===== src/rtl/intr_seq_pkg.sv =====
package intr_seq_pkg;
  parameter int PC_W = 16;
  parameter int CC_W = 4;

  typedef struct packed {
    logic [PC_W-1:0] pc;
    logic [PC_W-1:0] ret;
    logic [CC_W-1:0] cc;
  } ctx_t;

  typedef enum logic [1:0] {ST_IDLE, ST_SAVE, ST_FETCH, ST_JUMP} seq_st_t;
endpackage


===== src/rtl/intr_arbiter.sv =====
module intr_arbiter #(
  parameter int NUM_SRC = 3,
  parameter int PVEC_W  = 2,
  parameter int VT_AW   = 4
) (
  input  logic                      clk,
  input  logic                      rst_n,
  input  logic [NUM_SRC-1:0]        irq_req,
  input  logic [NUM_SRC*PVEC_W-1:0] irq_pvec,
  input  logic                      take,
  output logic                      any_pend,
  output logic [VT_AW-1:0]          win_idx
);
  logic [NUM_SRC-1:0] pend_q, pend_d, grant;
  logic [VT_AW-1:0]   term [NUM_SRC];

  // lowest-numbered pending line wins (loop runs downwards)
  always_comb begin
    grant = '0;
    for (int i = NUM_SRC - 1; i >= 0; i--)
      if (pend_q[i]) grant = NUM_SRC'(1) << i;
  end

  for (genvar g = 0; g < NUM_SRC; g++) begin : g_src
    localparam int BASE = (g + 1) << PVEC_W;
    assign term[g] = grant[g] ? (VT_AW'(BASE) | VT_AW'(irq_pvec[g*PVEC_W +: PVEC_W])) : '0;
  end

  always_comb begin
    win_idx = '0;
    for (int i = 0; i < NUM_SRC; i++) win_idx = win_idx | term[i];
  end

  assign any_pend = |pend_q;
  assign pend_d   = (pend_q & ~(take ? grant : '0)) | irq_req;

  always_ff @(posedge clk or negedge rst_n) begin
    if (!rst_n) pend_q <= '0;
    else        pend_q <= pend_d;
  end

  p_grant_onehot_r4: assert property (@(posedge clk) disable iff (!rst_n)
    $onehot0(grant));
  p_grant_pending_r2: assert property (@(posedge clk) disable iff (!rst_n)
    take |-> ((grant & pend_q) != '0));
  p_taken_cleared_r2: assert property (@(posedge clk) disable iff (!rst_n)
    (take && ((grant & irq_req) == '0)) |=> ((pend_q & $past(grant)) == '0));
endmodule


===== src/rtl/ctx_stack.sv =====
module ctx_stack
  import intr_seq_pkg::*;
#(
  parameter int DEPTH = 8
) (
  input  logic clk,
  input  logic rst_n,
  input  logic push,
  input  logic pop,
  input  ctx_t din,
  output logic full,
  output logic empty,
  output ctx_t top
);
  localparam int SP_W  = $clog2(DEPTH + 1);
  localparam int IDX_W = (DEPTH > 1) ? $clog2(DEPTH) : 1;

  ctx_t             mem [DEPTH];
  logic [SP_W-1:0]  sp_q, sp_d;
  logic [IDX_W-1:0] top_idx;
  logic             do_push, do_pop;

  assign full    = (sp_q == SP_W'(DEPTH));
  assign empty   = (sp_q == '0);
  assign do_push = push & ~full;
  assign do_pop  = pop & ~empty & ~push;
  assign top_idx = IDX_W'(sp_q - SP_W'(1));
  assign top     = mem[top_idx];

  always_comb begin
    sp_d = sp_q;
    if (do_push)     sp_d = sp_q + SP_W'(1);
    else if (do_pop) sp_d = sp_q - SP_W'(1);
  end

  always_ff @(posedge clk or negedge rst_n) begin
    if (!rst_n) sp_q <= '0;
    else        sp_q <= sp_d;
  end

  always_ff @(posedge clk) begin
    if (do_push) mem[IDX_W'(sp_q)] <= din;
  end

  p_no_overflow_r10: assert property (@(posedge clk) disable iff (!rst_n)
    (push && full) |=> $stable(sp_q));
  p_sp_range_r10: assert property (@(posedge clk) disable iff (!rst_n)
    sp_q <= SP_W'(DEPTH));
  p_pop_step_r9: assert property (@(posedge clk) disable iff (!rst_n)
    (pop && !empty && !push) |=> (sp_q == $past(sp_q) - SP_W'(1)));
endmodule


===== src/rtl/vec_table.sv =====
module vec_table
  import intr_seq_pkg::*;
#(
  parameter int VT_AW = 4
) (
  input  logic             clk,
  input  logic             rst_n,
  input  logic             we,
  input  logic [VT_AW-1:0] waddr,
  input  logic [PC_W-1:0]  wdata,
  input  logic [VT_AW-1:0] raddr,
  output logic [PC_W-1:0]  rdata
);
  localparam int ENTRIES = 1 << VT_AW;

  logic [PC_W-1:0] ent_q [ENTRIES];

  for (genvar g = 0; g < ENTRIES; g++) begin : g_ent
    always_ff @(posedge clk or negedge rst_n) begin
      if (!rst_n)                          ent_q[g] <= '0;
      else if (we && waddr == VT_AW'(g))   ent_q[g] <= wdata;
    end
  end

  assign rdata = ent_q[raddr];
endmodule


===== src/rtl/intr_sequencer.sv =====
module intr_sequencer
  import intr_seq_pkg::*;
#(
  parameter int NUM_SRC = 3,
  parameter int DEPTH   = 8,
  parameter int PVEC_W  = 2,
  localparam int VT_AW  = $clog2((NUM_SRC + 1) << PVEC_W)
) (
  input  logic                      clk,
  input  logic                      rst_n,
  input  logic [NUM_SRC-1:0]        irq_req,
  input  logic [NUM_SRC*PVEC_W-1:0] irq_pvec,
  input  logic                      fault_req,
  input  logic [PVEC_W-1:0]         fault_code,
  input  logic                      instr_boundary,
  output logic                      abort_instr,
  input  logic [PC_W-1:0]           cur_pc,
  input  logic [PC_W-1:0]           cur_ret,
  input  logic [CC_W-1:0]           cur_cc,
  input  logic                      rti,
  input  logic                      vt_we,
  input  logic [VT_AW-1:0]          vt_waddr,
  input  logic [PC_W-1:0]           vt_wdata,
  output logic                      redirect,
  output logic [PC_W-1:0]           redirect_pc,
  output logic                      resume_valid,
  output logic [PC_W-1:0]           resume_pc,
  output logic [PC_W-1:0]           resume_ret,
  output logic [CC_W-1:0]           resume_cc,
  output logic                      stack_ovf,
  output logic                      stack_unf
);
  logic [1:0]        rsync_q;
  logic              rst_core_n;
  seq_st_t           st_q, st_d;
  logic              idle, fault_now, take_fault, take_irq, take;
  logic              fpend_q, fpend_d;
  logic [PVEC_W-1:0] fcode_q, fcode_sel;
  logic [VT_AW-1:0]  win_idx, sel_idx, idx_q;
  logic              any_pend, st_full, st_empty, push, pop;
  ctx_t              ctx_in, ctx_q, top_ctx, res_ctx_q;
  logic [PC_W-1:0]   vt_rdata, tgt_q;
  logic              res_v_q;

  // asynchronous assertion, synchronous release
  always_ff @(posedge clk or negedge rst_n) begin
    if (!rst_n) rsync_q <= 2'b00;
    else        rsync_q <= {rsync_q[0], 1'b1};
  end
  assign rst_core_n = rsync_q[1];

  assign idle       = (st_q == ST_IDLE);
  assign fault_now  = fault_req | fpend_q;
  assign take_fault = idle & ~rti & fault_now;
  assign take_irq   = idle & ~rti & ~fault_now & instr_boundary & any_pend;
  assign take       = take_fault | take_irq;
  assign fcode_sel  = fault_req ? fault_code : fcode_q;
  assign sel_idx    = take_fault ? VT_AW'(fcode_sel) : win_idx;
  assign push       = (st_q == ST_SAVE);
  assign pop        = idle & rti & ~st_empty;
  assign ctx_in     = '{pc: cur_pc, ret: cur_ret, cc: cur_cc};
  assign fpend_d    = take_fault ? 1'b0 : (fpend_q | fault_req);

  always_comb begin
    st_d = st_q;
    unique case (st_q)
      ST_IDLE:  if (take) st_d = ST_SAVE;
      ST_SAVE:  st_d = st_full ? ST_IDLE : ST_FETCH;
      ST_FETCH: st_d = ST_JUMP;
      ST_JUMP:  st_d = ST_IDLE;
      default:  st_d = ST_IDLE;
    endcase
  end

  always_ff @(posedge clk or negedge rst_core_n) begin
    if (!rst_core_n) begin
      st_q      <= ST_IDLE;
      fpend_q   <= 1'b0;
      fcode_q   <= '0;
      idx_q     <= '0;
      ctx_q     <= '0;
      tgt_q     <= '0;
      res_v_q   <= 1'b0;
      res_ctx_q <= '0;
    end else begin
      st_q    <= st_d;
      fpend_q <= fpend_d;
      res_v_q <= pop;
      if (fault_req)          fcode_q   <= fault_code;
      if (take)               idx_q     <= sel_idx;
      if (take)               ctx_q     <= ctx_in;
      if (st_q == ST_FETCH)   tgt_q     <= vt_rdata;
      if (pop)                res_ctx_q <= top_ctx;
    end
  end

  intr_arbiter #(.NUM_SRC(NUM_SRC), .PVEC_W(PVEC_W), .VT_AW(VT_AW)) u_arb (
    .clk(clk), .rst_n(rst_core_n), .irq_req(irq_req), .irq_pvec(irq_pvec),
    .take(take_irq), .any_pend(any_pend), .win_idx(win_idx));

  ctx_stack #(.DEPTH(DEPTH)) u_stk (
    .clk(clk), .rst_n(rst_core_n), .push(push), .pop(pop), .din(ctx_q),
    .full(st_full), .empty(st_empty), .top(top_ctx));

  vec_table #(.VT_AW(VT_AW)) u_vt (
    .clk(clk), .rst_n(rst_core_n), .we(vt_we), .waddr(vt_waddr),
    .wdata(vt_wdata), .raddr(idx_q), .rdata(vt_rdata));

  assign abort_instr  = take_fault;
  assign redirect     = (st_q == ST_JUMP);
  assign redirect_pc  = tgt_q;
  assign resume_valid = res_v_q;
  assign resume_pc    = res_ctx_q.pc;
  assign resume_ret   = res_ctx_q.ret;
  assign resume_cc    = res_ctx_q.cc;
  assign stack_ovf    = push & st_full;
  assign stack_unf    = idle & rti & st_empty;

  p_redirect_pulse_r5: assert property (@(posedge clk) disable iff (!rst_core_n)
    redirect |=> !redirect);
  p_resume_follows_rti_r9: assert property (@(posedge clk) disable iff (!rst_core_n)
    resume_valid |-> $past(rti));
  p_unf_no_resume_r11: assert property (@(posedge clk) disable iff (!rst_core_n)
    stack_unf |=> !resume_valid);
  p_ovf_no_redirect_r10: assert property (@(posedge clk) disable iff (!rst_core_n)
    stack_ovf |=> !redirect);
  p_abort_starts_seq_r3: assert property (@(posedge clk) disable iff (!rst_core_n)
    abort_instr |=> !abort_instr);
endmodule


===== config.mk =====
export PLATFORM = sky130hd
export DESIGN_NAME = intr_sequencer
export DESIGN_NICKNAME = d
export VERILOG_FILES = /design/src/rtl/intr_seq_pkg.sv /design/src/rtl/intr_arbiter.sv /design/src/rtl/ctx_stack.sv /design/src/rtl/vec_table.sv /design/src/rtl/intr_sequencer.sv
export SDC_FILE = /design/constraint.sdc
export NUM_CORES = 1
export LEC_CHECK = 0
export ABC_AREA = 0
export BUFFER_PORTS_ARGS = -buffer_cell sky130_fd_sc_hd__buf_2
export CAP_MARGIN = 25
export CORE_MARGIN = 2
export CORE_UTILIZATION = 61
export DETAILED_ROUTE_END_ITERATION = 10
export GPL_ROUTABILITY_DRIVEN = 0
export PLACE_DENSITY_LB_ADDON = 0.08
export REMOVE_ABC_BUFFERS = 1
export SETUP_SLACK_MARGIN = 0.05
export SYNTH_ARGS = -nofsm -noshare
export SYNTH_HDL_FRONTEND = slang
export SYNTH_SLANG_ARGS = --single-unit

===== constraint.sdc =====
create_clock -name clk -period 12.4 [get_ports clk]
set_clock_uncertainty 0.1 [all_clocks]
set_input_delay 2.48 -clock clk [delete_from_list [all_inputs] [get_ports clk]]
set_output_delay 2.48 -clock clk [all_outputs]
set_load 0.05 [all_outputs]

; ---- After elaboration in Yosys (flattened, before gate mapping)
; Memory sizes are Yosys's and may differ from the RTL's. A register that Yosys moved wholly into a read port is not among the register bits.
; Cells that the tools add are included.
[word_totals]
wordCells = 119
memories = 1
ramBits = 288
ff_bits = 327
[classes]
n_bitwise = 25
muxes = 20
n_addsub = 2
n_reduce_logical = 22
order_cmp = 1
n_eq_ne = 20
[memory_table]
columns = memory, depth, word_bits, rd, rd_ports_with_merged_regs, write_ports, line_no
row1 = u_stk.mem, 8, 36, 1, 1, 1, ctx_stack.sv:18  ; ctx_t mem [DEPTH];
[op_table]
columns = operator, n
row1 = $bmux 16 s4, 1
row2 = $eq 4x4->1 const B, 9
row3 = $mux 16, 2
row4 = $mux 4, 5
row5 = $eq 4x3->1 const B, 4
row6 = $logic_and 1x1->1, 16
row7 = $mux 3, 5
row8 = $and 1x1->1, 12
row9 = $eq 4x2->1 const B, 2
row10 = $logic_not 4->1, 2
row11 = $or 4x4->4, 2
row12 = $pmux 2 s4, 1
row13 = $mux 2, 3
row14 = $ge 5x5->1 const B, 1
row15 = $not 1->1, 5
row16 = $not 4->5, 1
row17 = $add 4x1->4 const B, 1
row18 = $eq 2x2->1 const B, 2
row19 = $eq 4x1->1 const B, 1
row20 = $sub 4x1->4 const B, 1
row21 = $and 3x3->3, 1
row22 = $mux 1, 3
row23 = $not 3->3, 1
row24 = $or 3x3->3, 1
row25 = other kinds (7), 8

; ---- Depth between registers and ports, before layout
[depth]
depth_word = 9
mapped_depth = 11
depth_no_buf = 7

; ---- Hierarchy
; Synthesis repeated with hierarchy kept, for this count alone.
[hier_totals]
hier_cells = 1441
hier_area_um2 = 26810.7
[modules_own_cells]
columns = module, instances, cells_each, area_per_inst_um2
row1 = vec_table, 1, 711, 11452.2
row2 = ctx_stack, 1, 475, 11354.6
row3 = intr_sequencer, 1, 232, 3798.6
row4 = intr_arbiter, 1, 23, 205.2

; ---- Worst setup path before layout
; Ideal clock, no wire load.
[synth_path]
kind = input-to-output
startpoint = input rti
endpoint = output abort_instr
path_stages = 2
setup_slack_ps = 6155
required_ps = 9820
n_path_buf = 0
arrival_ps = 3665
path_cell_list = or3_4 > nor2_1
[synth_between]
elab_chain_len = 3
[synth_lines]
columns = element, line_no
row1 = from (decl), intr_sequencer.sv:20  ; input logic rti,
row2 = $not 1->1, intr_sequencer.sv:54  ; assign take_fault = idle & ~rti & fault_now;
row3 = $and 1x1->1 (2 in a row), intr_sequencer.sv:54
row4 = to (decl), intr_sequencer.sv:16  ; output logic abort_instr,
; No other way between the ends.

; ---- Worst setup path in the final report
; Same ends and word-level chain as after synthesis.

==> results.py <==
metrics = {
    "synth": {
        "ys_seq_area_share_pct": 67.2,
        "syn_inst": 1611,
        "ys_seq_elements": 651,
        "synthesis.area_mm2": 0.0264,
        "ys_warn_count": 0,
        "synth_cell_types": 42,
        "avgSynthCellArea_um2": 16.4,
    },
    "sta": {
        "hold_ws_ns": 0.171,
        "rsz0062_at_grt": "false",
        "slew_headroom_pct": 34.9,
        "hold_viol": 0,
        "period_needed_ns": 6.20,
        "fin_tns_setup_ns": 0,
        "report.final.slew_viol_count": 0,
        "tightestPinTransition_ns": 0.975,
        "setup_viol": 0,
        "timing.fmax_mhz": 161,
        "period_share_pct": 50.0,
    },
    "die": {
        "fp-row-count": 76,
        "start_util_pct": 61.5,
        "dieHeight_um": 212,
        "core_mm2": 0.0429,
        "die_width_um": 212,
        "pin_count": 130,
        "dieArea_mm2": 0.0449,
    },
    "pwr": {
        "p_sw_share_pct": 32.7,
        "total_power_mw": 7.31,
        "p_int_mw": 4.92,
        "cellLeakagePower_nw": 12.2,
        "p_sw_mw": 2.39,
        "p_comb_share_pct": 29.1,
        "power.density_mw_per_mm2": 244,
        "clock_power_share_pct": 26.5,
        "p_seq_share_pct": 44.3,
        "ir_worst_vdd_mv": 0.206,
    },
    "global_routing": {
        "grt_max_degree": 172,
        "grt_pass1_vias": 15000,
        "grtUsageTotal_pct": 26.8,
        "grt_pass1_wl_um": 88700,
        "antenna_found_initial": 7,
        "overflow": 0,
    },
    "layout": {
        "final_cell_mix": "360 x dfrtp_1, 294 x mux2_2, 288 x edfxtp_1",
        "drive_above_1_share_pct": 36.9,
        "syn2layout_area_growth_pct": 13.7,
        "fillers": 2913,
        "register_area_mm2": 0.0177,
        "fin_nets": 1816,
        "diodes": 0,
        "final_common_cell": "dfrtp_1",
        "multi_input_area_mm2": 0.00830,
        "fin_util_pct": 69.9,
    },
    "place": {
        "place_hpwl_um": 30600,
        "portBuffers": 129,
    },
    "worst_setup_path": {
        "crit_fanout": 5,
        "crit_chain": "buf_2, or3_4, nor2_1, buf_2",
        "regToRegEndpoint": "u_stk.mem[3][4]$_DFFE_PP_",
        "path_depth": 4,
        "crit_family": "simple AND/OR/NAND/NOR gates",
        "critPathLaunchType": "input pin",
        "cp.arrival_ns": 3.62,
        "cp.required_ns": 9.82,
        "endpoint_kind": "output port",
        "reg2reg_depth": 6,
        "cpMostUsedCell": "buf_2",
        "slowest_delay_ns": 0.36,
        "crit-reg2reg-launch": "u_stk.sp_q[0]$_DFFE_PN0P_",
        "path_class": "in -> out",
        "crit_slowest_cell": "or3_4",
        "path_buf_inv": 2,
        "rrSetupSlack_ns": 9.05,
    },
    "detailed_routing": {
        "wl_um": 57900,
        "wl_per_cell_um": 24.4,
        "ant_nets": 0,
        "drtIter0Drc": 1085,
        "num_vias": 14400,
        "drt_first_pass_iters": 5,
        "via_per_inst": 6.06,
        "drcViolationCount": 0,
    },
    "outcome": {
        "outcome": "complete, no violations",
    },
    "clock_tree": {
        "clkLatencyLatePin_ns": 0.59,
        "clock_path_buffers": 3,
        "cts_tree": "done",
        "cts-root-buf": "clkbuf_16",
        "cts_setup_buffers": 0,
        "cts.reportedPaths.clkPinSlew_ns": 0.06,
        "cts.sinks": 651,
        "cts_resized": 0,
        "cts_htree_levels": 3,
        "cts_buffers": 66,
        "hold_buffers": 0,
    },
    "job": {
        "cap_viol_max_count": 0,
    },
    "worst_hold_path": {
        "min_path_type": "reg -> async",
    },
}
synthesized netlist by cell type:
master	instances	area [um^2]
nor2_1	22	82.6
ha_1	2	25.0
nor3_2	1	10.0
a21oi_1	8	40.0
clkbuf_1	58	218
or2b_1	1	7.51
xor2_1	2	17.5
conb_1	1	3.75
mux2i_1	130	1300
and2b_1	1	7.51
o21a_1	1	7.51
or2_2	1	6.26
mux2_2	294	3310
or3_4	1	11.3
nor4_1	1	6.26
nand3b_1	5	37.5
a211oi_1	1	7.51
o22ai_1	1	6.26
buf_1	2	7.51
a32o_1	1	10.0
nor2b_1	9	56.3
or3_1	5	31.3
mux4_2	72	1620
nor3b_1	3	22.5
nand2_1	129	484
buf_2	48	240
a21o_1	3	22.5
or3b_4	1	11.3
dfrtp_1	363	9080
edfxtp_1	288	8650
and2_1	2	12.5
or4_4	1	11.3
or2_1	1	6.26
inv_1	4	15.0
nor3_1	5	25.0
nand2b_1	5	31.3
a31oi_1	1	6.26
xnor2_1	2	17.5
a22oi_1	84	631
nand4_1	16	100
nand3_1	34	170
o31ai_1	1	7.51
through the flow:
stage	worst slack (ns)	cell area (um^2)	std cells
floorplan	1.43	25900	1503
global placement	6.21	27700	2250
detailed placement	6.20	27800	2255
CTS	6.19	29900	2369
global route	6.16	30000	2372
finish	6.20	30000	2372
layer usage:
metal	GRT usage [%]	vias to the layer above	wire (um)
met1	34.4	7601	23900
met4	8.43	14	1580
met2	46.3	339	29700
li1	-	6317	-
met5	0	-	102
met3	5.16	115	2740
kinds of logic after synthesis:
| family | Yosys count | synth area share (%) |
|---|---|---|
| flops | 651 | 67.2 |
| fa+ha+maj | 2 | 0.0948 |
| mux | 496 | 23.6 |
| simple gates | 244 | 4.29 |
| other cells | 1 | 0.0142 |
| xor+xnor | 4 | 0.133 |
| buf+inv | 112 | 1.82 |
| compound gates | 101 | 2.80 |
power groups by stage:
stage | clock network, mW | registers [mW] | logic (mW)
finish | 1.94 | 3.24 | 2.13
detailed placement | 0 | 3.28 | 2.13
global route | 2.05 | 3.31 | 2.29
CTS | 1.97 | 3.25 | 2.14
global placement | 0 | 3.24 | 2.08
floorplan | 0 | 3.54 | 1.34
final cells by class:
class / instances / area share, %
clock inverters: 17 / 0.668
multi-input cells: 848 / 27.7
inverters: 4 / 0.0501
flip-flops and latches: 651 / 59.2
clock buffers: 97 / 6.41
repair buffers: 170 / 3.57
well taps: 585 / 2.44
worst max-delay path by stage:
stage                     slack, ns            startpoint          end
after floorplan                1.43  rsync_q[1]$_DFF_PN0_    async pin
after global placement         6.21                   rti  abort_instr
after detailed placement       6.20                   rti  abort_instr
after CTS                      6.19                   rti  abort_instr
after global routing           6.16                   rti  abort_instr
final                          6.20                   rti  abort_instr
sequential cells by signal (all words and copies together) (netlist names), named ones only:
name,flops
ctx_q,36
fcode_q,2
fpend_q,1
idx_q,4
redirect_pc,16
resume_cc,4
resume_pc,16
resume_ret,16
resume_valid,1
rsync_q,2
st_q,1
u_arb.pend_q,3
u_stk.mem,288
u_stk.sp_q,4
u_vt.ent_q,256
(Power assumes the default switching activity.)
